==> src/rtl/samp_pkg.sv <==
package samp_pkg;

  typedef enum logic [1:0] {
    SQ_IDLE = 2'd0,
    SQ_ACQ  = 2'd1,
    SQ_CONV = 2'd2
  } sq_state_e;

  // register addresses
  localparam int RA_CTRL = 0;
  localparam int RA_STAT = 1;
  localparam int RA_RES  = 4;

  // control bit positions
  localparam int CB_EXT = 2;
  localparam int CB_PWM = 3;
  localparam int CB_GO  = 4;

endpackage

==> src/rtl/seq_trigger.sv <==
module seq_trigger (
  input  logic clk,
  input  logic rst,
  input  logic sw_go,
  input  logic ext_start,
  input  logic pwm_sync,
  input  logic ext_en,
  input  logic pwm_en,
  output logic start_pulse
);

  logic ext_q;
  logic ext_rise;

  assign ext_rise = ext_start & ~ext_q;

  always_ff @(posedge clk) begin
    if (rst) begin
      ext_q       <= 1'b0;
      start_pulse <= 1'b0;
    end else begin
      ext_q       <= ext_start;
      start_pulse <= sw_go | (ext_en & ext_rise) | (pwm_en & pwm_sync);
    end
  end

endmodule

==> src/rtl/seq_ctrl.sv <==
module seq_ctrl
  import samp_pkg::*;
#(
  parameter int MAX_CH   = 4,
  parameter int ACQ_CYC  = 20,
  parameter int CONV_CYC = 40
) (
  input  logic                       clk,
  input  logic                       rst,
  input  logic                       start_pulse,
  input  logic [1:0]                 size_code,
  output logic                       busy,
  output logic                       sh_track,
  output logic                       cvt_start,
  output logic [$clog2(MAX_CH)-1:0]  cvt_chan,
  output logic                       conv_active,
  output logic [$clog2(MAX_CH)-1:0]  last_chan,
  output logic                       commit,
  output logic                       overrun_set
);

  localparam int CH_W    = $clog2(MAX_CH);
  localparam int CNT_TOP = (ACQ_CYC > CONV_CYC) ? ACQ_CYC : CONV_CYC;
  localparam int CNT_W   = $clog2(CNT_TOP + 1);

  sq_state_e         state_q;
  logic [CNT_W-1:0]  cnt_q;
  logic [CH_W-1:0]   chan_q;
  logic [CH_W-1:0]   last_q;
  logic [CH_W-1:0]   last_dec;
  logic              start_q;
  logic              acq_end;
  logic              slot_end;
  int                want;

  // size code -> index of last channel (0:2ch, 1:3ch, 2/3:4ch)
  always_comb begin
    want = int'(size_code) + 1;
    if (want > 3) want = 3;
    if (want > MAX_CH - 1) want = MAX_CH - 1;
    last_dec = CH_W'(want);
  end

  assign acq_end     = (state_q == SQ_ACQ)  && (cnt_q == CNT_W'(ACQ_CYC - 1));
  assign slot_end    = (state_q == SQ_CONV) && (cnt_q == CNT_W'(CONV_CYC - 1));
  assign commit      = slot_end && (chan_q == last_q);
  assign overrun_set = start_pulse && (state_q != SQ_IDLE);

  always_ff @(posedge clk) begin
    if (rst) begin
      state_q <= SQ_IDLE;
      cnt_q   <= '0;
      chan_q  <= '0;
      last_q  <= '0;
      start_q <= 1'b0;
    end else begin
      start_q <= 1'b0;
      unique case (state_q)
        SQ_IDLE: begin
          if (start_pulse) begin
            state_q <= SQ_ACQ;
            cnt_q   <= '0;
            chan_q  <= '0;
            last_q  <= last_dec;
          end
        end
        SQ_ACQ: begin
          if (acq_end) begin
            state_q <= SQ_CONV;
            cnt_q   <= '0;
            chan_q  <= '0;
            start_q <= 1'b1;
          end else begin
            cnt_q <= cnt_q + 1'b1;
          end
        end
        SQ_CONV: begin
          if (slot_end) begin
            cnt_q <= '0;
            if (chan_q == last_q) begin
              state_q <= SQ_IDLE;
            end else begin
              chan_q  <= chan_q + 1'b1;
              start_q <= 1'b1;
            end
          end else begin
            cnt_q <= cnt_q + 1'b1;
          end
        end
        default: state_q <= SQ_IDLE;
      endcase
    end
  end

  assign busy        = (state_q != SQ_IDLE);
  assign sh_track    = (state_q == SQ_ACQ);
  assign conv_active = (state_q == SQ_CONV);
  assign cvt_start   = start_q;
  assign cvt_chan    = chan_q;
  assign last_chan   = last_q;

endmodule

==> src/rtl/result_bank.sv <==
module result_bank #(
  parameter int DATA_W = 12,
  parameter int MAX_CH = 4
) (
  input  logic                       clk,
  input  logic                       rst,
  input  logic                       cap_en,
  input  logic [$clog2(MAX_CH)-1:0]  cap_chan,
  input  logic [DATA_W-1:0]          cap_code,
  input  logic                       commit,
  input  logic [$clog2(MAX_CH)-1:0]  last_chan,
  input  logic [$clog2(MAX_CH)-1:0]  rd_idx,
  output logic [DATA_W-1:0]          rd_data,
  output logic [MAX_CH*DATA_W-1:0]   res_flat
);

  localparam int CH_W = $clog2(MAX_CH);
  localparam logic [DATA_W-1:0] SIGN_FLIP = {1'b1, {(DATA_W-1){1'b0}}};

  logic [DATA_W-1:0] cap_twos;
  assign cap_twos = cap_code ^ SIGN_FLIP;

  for (genvar g = 0; g < MAX_CH; g++) begin : g_ch
    logic [DATA_W-1:0] shd_q;
    logic [DATA_W-1:0] vis_q;
    logic              hit;

    assign hit = cap_en && (cap_chan == CH_W'(g));

    always_ff @(posedge clk) begin
      if (rst) begin
        shd_q <= '0;
        vis_q <= '0;
      end else begin
        if (hit) shd_q <= cap_twos;
        if (commit && (CH_W'(g) <= last_chan)) vis_q <= hit ? cap_twos : shd_q;
      end
    end

    assign res_flat[g*DATA_W +: DATA_W] = vis_q;
  end

  assign rd_data = res_flat[rd_idx*DATA_W +: DATA_W];

endmodule

==> src/rtl/samp_seq_top.sv <==
module samp_seq_top
  import samp_pkg::*;
#(
  parameter int DATA_W   = 12,
  parameter int ADDR_W   = 4,
  parameter int MAX_CH   = 4,
  parameter int ACQ_CYC  = 20,
  parameter int CONV_CYC = 40
) (
  input  logic                      clk,
  input  logic                      rst,
  input  logic                      hw_en,
  input  logic                      hr_en,
  input  logic [ADDR_W-1:0]         h_addr,
  input  logic [DATA_W-1:0]         h_wdata,
  output logic [DATA_W-1:0]         h_rdata,
  input  logic                      ext_start,
  input  logic                      pwm_sync,
  output logic                      sh_track,
  output logic                      cvt_start,
  output logic [$clog2(MAX_CH)-1:0] cvt_chan,
  input  logic                      cvt_done,
  input  logic [DATA_W-1:0]         cvt_code,
  output logic                      busy,
  output logic                      irq
);

  localparam int CH_W = $clog2(MAX_CH);

  logic [3:0]               ctrl_q;
  logic                     done_q;
  logic                     ovr_q;
  logic                     wr_ctrl;
  logic                     sw_go;
  logic                     rd_status;
  logic                     res_sel;
  logic [CH_W-1:0]          rd_idx;
  logic [DATA_W-1:0]        bank_rd;
  logic [DATA_W-1:0]        rd_mux;
  logic                     start_pulse;
  logic                     conv_active;
  logic [CH_W-1:0]          last_chan;
  logic                     commit;
  logic                     overrun_set;
  logic [MAX_CH*DATA_W-1:0] res_flat;

  assign wr_ctrl   = hw_en && (int'(h_addr) == RA_CTRL);
  assign sw_go     = wr_ctrl && h_wdata[CB_GO];
  assign rd_status = hr_en && (int'(h_addr) == RA_STAT);
  assign res_sel   = (int'(h_addr) >= RA_RES) && (int'(h_addr) < RA_RES + MAX_CH);
  assign rd_idx    = CH_W'(int'(h_addr) - RA_RES);

  seq_trigger u_trig (
    .clk         (clk),
    .rst         (rst),
    .sw_go       (sw_go),
    .ext_start   (ext_start),
    .pwm_sync    (pwm_sync),
    .ext_en      (ctrl_q[CB_EXT]),
    .pwm_en      (ctrl_q[CB_PWM]),
    .start_pulse (start_pulse)
  );

  seq_ctrl #(
    .MAX_CH   (MAX_CH),
    .ACQ_CYC  (ACQ_CYC),
    .CONV_CYC (CONV_CYC)
  ) u_ctrl (
    .clk         (clk),
    .rst         (rst),
    .start_pulse (start_pulse),
    .size_code   (ctrl_q[1:0]),
    .busy        (busy),
    .sh_track    (sh_track),
    .cvt_start   (cvt_start),
    .cvt_chan    (cvt_chan),
    .conv_active (conv_active),
    .last_chan   (last_chan),
    .commit      (commit),
    .overrun_set (overrun_set)
  );

  result_bank #(
    .DATA_W (DATA_W),
    .MAX_CH (MAX_CH)
  ) u_bank (
    .clk       (clk),
    .rst       (rst),
    .cap_en    (conv_active && cvt_done),
    .cap_chan  (cvt_chan),
    .cap_code  (cvt_code),
    .commit    (commit),
    .last_chan (last_chan),
    .rd_idx    (rd_idx),
    .rd_data   (bank_rd),
    .res_flat  (res_flat)
  );

  always_comb begin
    rd_mux = '0;
    if (int'(h_addr) == RA_CTRL)      rd_mux = DATA_W'(ctrl_q);
    else if (int'(h_addr) == RA_STAT) rd_mux = DATA_W'({busy, ovr_q, done_q});
    else if (res_sel)                 rd_mux = bank_rd;
  end

  always_ff @(posedge clk) begin
    if (rst) begin
      ctrl_q  <= '0;
      done_q  <= 1'b0;
      ovr_q   <= 1'b0;
      h_rdata <= '0;
    end else begin
      if (wr_ctrl) ctrl_q <= h_wdata[3:0];
      if (commit)         done_q <= 1'b1;
      else if (rd_status) done_q <= 1'b0;
      if (overrun_set)    ovr_q <= 1'b1;
      else if (rd_status) ovr_q <= 1'b0;
      if (hr_en) h_rdata <= rd_mux;
    end
  end

  assign irq = done_q;

endmodule

==> config.mk <==
export PLATFORM = sky130hd
export DESIGN_NAME = samp_seq_top
export DESIGN_NICKNAME = d
export VERILOG_FILES = /design/src/rtl/samp_pkg.sv /design/src/rtl/seq_trigger.sv /design/src/rtl/seq_ctrl.sv /design/src/rtl/result_bank.sv /design/src/rtl/samp_seq_top.sv
export SDC_FILE = /design/constraint.sdc
export NUM_CORES = 1
export LEC_CHECK = 0
export ABC_CLOCK_PERIOD_IN_PS = 3400
export BUFFER_PORTS_ARGS = -buffer_cell sky130_fd_sc_hd__buf_2
export CORE_MARGIN = 4
export CORE_UTILIZATION = 32
export CTS_CLUSTER_SIZE = 40
export DETAILED_ROUTE_END_ITERATION = 6
export GPL_TIMING_DRIVEN = 0
export SYNTH_ARGS = -nofsm -noshare
export SYNTH_HDL_FRONTEND = slang
export SYNTH_SLANG_ARGS = --single-unit
==> constraint.sdc <==
create_clock -name clk -period 3.4 [get_ports clk]
set_input_delay 0.34 -clock clk [delete_from_list [all_inputs] [get_ports clk]]
set_output_delay 0.34 -clock clk [all_outputs]
set_load 0.01 [all_outputs]
==> run_results.csv <==
group,metric,value,unit
outcome,status,"completed",
yosys,yosysWarningCount,0,
yosys,synth_common_cells,"129 x dfxtp_1, 82 x nor2_1, 52 x a21oi_1, 48 x mux2i_1, 41 x a211oi_1",
power_and_ir_drop,p_leak,2.60,nW
critical_path,cp-start-kind,"register",
finish,antenna_cells,0,
routing,final_antenna_net_count,0,
routing,via_count,4214,
global_route,grt_start_max_net_pins,17,
worst_hold_path,holdCritPathClass,"in -> reg",
yosys,synth_area_per_cell,10.1,um^2
critical_path,critPathTopFamily,"buffers and inverters",
global_route,grt_pass1_wl,22.8,mm
global_route,first_global_vias,4189,
timing,rsz0062_at_grt,"no",
timing,finalCritPeriodShare,66.4,%
placement,gp_congestion,0.834,
timing,slew_headroom,53.0,%
routing,wl_per_cell,17.8,um
yosys,ys_types,45,
routing,drt_iter0_markers,239,
job,cap_viol_max_count,0,
global_route,overflow,0,
clocking,cts_buffers,17,
yosys,synthArstFlopShare,0,%
yosys,synth.top_cell.area_share,48.5,%
timing,setup_viol,0,
critical_path,crit_path_max_fanout,10,
yosys,synth_nets,575,
power_and_ir_drop,irDropWorstVdd,0.330,mV
yosys,syn_area,5330,um^2
floorplanning,die_h,137,um
timing,final_hold_viol_count,0,
critical_path,rrSetupSlack,1.14,ns
finish,area_growth,20.2,%
timing,drv_slew,0,
global_route,grt_use_total,16.3,%
yosys,yosys_most_used_dff,"dfxtp_1",
finish,fin_nets,636,
routing,drc,0,
critical_path,critPathCaptureType,"register",
clocking,cts_hold_buf,0,
yosys,synth-edff-count,0,
power_and_ir_drop,total_power,3.67,mW
timing,worst_hold_slack,0.176,ns
finish,seqCellArea,2580,um^2
critical_path,r2r-end,"u_bank.g_ch[0].vis_q[1]",
yosys,synth.most_common_cell,"dfxtp_1",
timing,tightest_slew,0.706,ns
yosys,synth-seq-area-share,48.5,%
routing,drtPass1Iterations,4,
critical_path,critPathBufInv,3,
clocking,htree_num_levels,4,
floorplanning,start_util,33.1,%
clocking,insertion_delay,0.42,ns
yosys,synthCells,530,
critical_path,cp_slowest_cell,"clkbuf_1",
clocking,cts-root-buf,"clkbuf_16",
timing,fin_tns_setup,0,ns
critical_path,cp.required,3.67,ns
floorplanning,die_area,18800,um^2
critical_path,r2r_start,"u_ctrl.state_q[0]",
clocking,clk_pin_slew,0.06,ns
yosys,ys_ff_latch,129,
yosys,synth_area_leader_cell,"dfxtp_1",
power_and_ir_drop,pwr_density_cell,573,nW/um^2
floorplanning,core_area,16100,um^2
finish,drive_gt1_share,19.2,%
clocking,postCtsResizedCells,0,
floorplanning,io_pins,53,
worst_hold_path,hold_depth,3,
global_route,antenna_found_initial,0,
critical_path,critPathKind,"reg -> reg",
timing,skew,0.00594,ns
routing,viasPerCell,5.14,
critical_path,rr_worst_depth,7,
finish,multi_input_area,2500,um^2
critical_path,cpPeakStageDelay,0.50,ns
yosys,ys_top_cells_by_area,"dfxtp_1 48%, mux2i_1 9.0%, a211oi_1 5.8%",
clocking,cts_max_path_buffers,2,
finish,nFillCells,1590,
placement,io_buffers,42,
clocking,cts.sinks,129,
floorplanning,rows,46,
routing,wl,14.6,mm
placement,place_hpwl,10.5,mm
floorplanning,die_x,137,um
timing,finalCriticalPeriod,2.26,ns
critical_path,path_cells,"inv_1 -> ha_1 -> buf_2 -> nand3_1 -> nor3_1 -> clkbuf_1 -> a211oi_1",
clocking,cts_tree,"done",
timing,fmax,443,MHz
critical_path,worstPathArrival,2.53,ns
worst_hold_path,hold_end,"ctrl_q[2]",
clocking,postCtsSetupBuffers,0,
worst_hold_path,hold_path_startpoint,"h_wdata[2]",
## logic make-up after synthesis
kind of cell | after synthesis | synth area share, %
xor+xnor | 6 | 1.27
buf+inv | 53 | 4.65
mux | 60 | 14.1
simple gates | 144 | 12.4
flops | 129 | 48.5
fa+ha+maj | 10 | 2.35
compound gates | 128 | 16.8
## metrics by stage
| stage | cell area (um^2) | std cells | utilization (%) | setup WS [ns] |
|---|---|---|---|---|
| 2_1_floorplan | 5330 | 530 | - | 1.61 |
| 6_report | 6410 | 820 | 39.8 | 1.14 |
| 3_5_place_dp | 5810 | 788 | 36.0 | 1.18 |
| 5_1_grt | 6410 | 820 | 39.8 | 0.886 |
| 4_1_cts | 6410 | 820 | 39.8 | 1.17 |
| 3_3_place_gp | 5810 | 788 | 36.0 | 1.25 |
## registers in the layout (all words and copies together), names as in the netlist
register and cells:
ctrl_q 4, h_rdata 12, irq 1, ovr_q 1, u_bank.g_ch.shd_q 48, u_bank.g_ch.vis_q 48
u_ctrl.cnt_q 6, u_ctrl.cvt_chan 2, u_ctrl.cvt_start 1, u_ctrl.last_chan 2, u_ctrl.state_q 2, u_trig.ext_q 1
u_trig.start_pulse 1
## per-layer routing
layer	track usage (%)	part of all wire, %	up-vias	wire length [um]
met4	6.54	2.1	0	306
met5	0	0	-	0
li1	-	-	2037	-
met1	21.5	47	2026	6860
met3	3.82	5.8	26	845
met2	25.9	45	125	6570
## cells in the final DEF (no fill, tap or decap), types with 2 or more instances in the layout
master	Yosys	final
a211oi_1	41	41
a211oi_2	7	7
a21oi_1	52	52
a221oi_1	2	2
a22oi_1	10	10
a32oi_1	2	2
and2_1	3	3
and3_1	2	2
buf_2	15	57
buf_6	4	4
bufinv_16	0	2
clkbuf_1	22	23
clkbuf_16	0	17
clkbuf_8	0	3
clkinv_2	0	2
clkinvlp_4	0	3
dfxtp_1	129	129
ha_1	10	10
inv_1	12	12
inv_6	0	3
mux2i_1	48	48
mux4_2	12	12
nand2_1	19	19
nand3_1	14	14
nor2_1	82	82
nor2b_1	4	4
nor3_1	6	6
nor4_1	4	4
o211ai_1	2	2
o21ai_0	2	2
o41a_1	2	2
xnor2_1	4	4
xor2_2	2	2
## layout make-up
type                    instances  share of cell area (%)
plain buffers                  41                    3.16
clock buffers                  21                    7.34
clock inverters                11                    1.99
inverters                      12                   0.703
multi-input cells             348                    39.0
flip-flops and latches        129                    40.3
well taps                     216                    4.22
repair buffers                 42                    3.28
## worst max-delay path by stage
stage	start	end	cells past startpoint
after floorplan	u_ctrl.cnt_q[0]	u_ctrl.cvt_chan[0]	5
after global placement	u_ctrl.state_q[0]	u_bank.g_ch[0].vis_q[4]	7
after detailed placement	u_ctrl.state_q[0]	u_bank.g_ch[0].vis_q[1]	7
after CTS	u_ctrl.state_q[0]	u_bank.g_ch[0].vis_q[1]	7
after global routing	u_ctrl.cnt_q[0]	u_bank.g_ch[0].vis_q[1]	6
final	u_ctrl.state_q[0]	u_bank.g_ch[0].vis_q[1]	7
## power by group
part / switching (mW) / internal, mW
sequential: 0.0111 / 1.53
clock: 0.689 / 1.14
combinational: 0.199 / 0.105
total: 0.900 / 2.77
## worst register-to-register path: stages, from the launching register on
cell and delay (ns):
dfxtp_1 0.34, inv_1 0.12, ha_1 0.20, buf_2 0.24, nand3_1 0.14, nor3_1 0.42
clkbuf_1 0.50, a211oi_1 0.16
(Power assumes the default switching activity.)
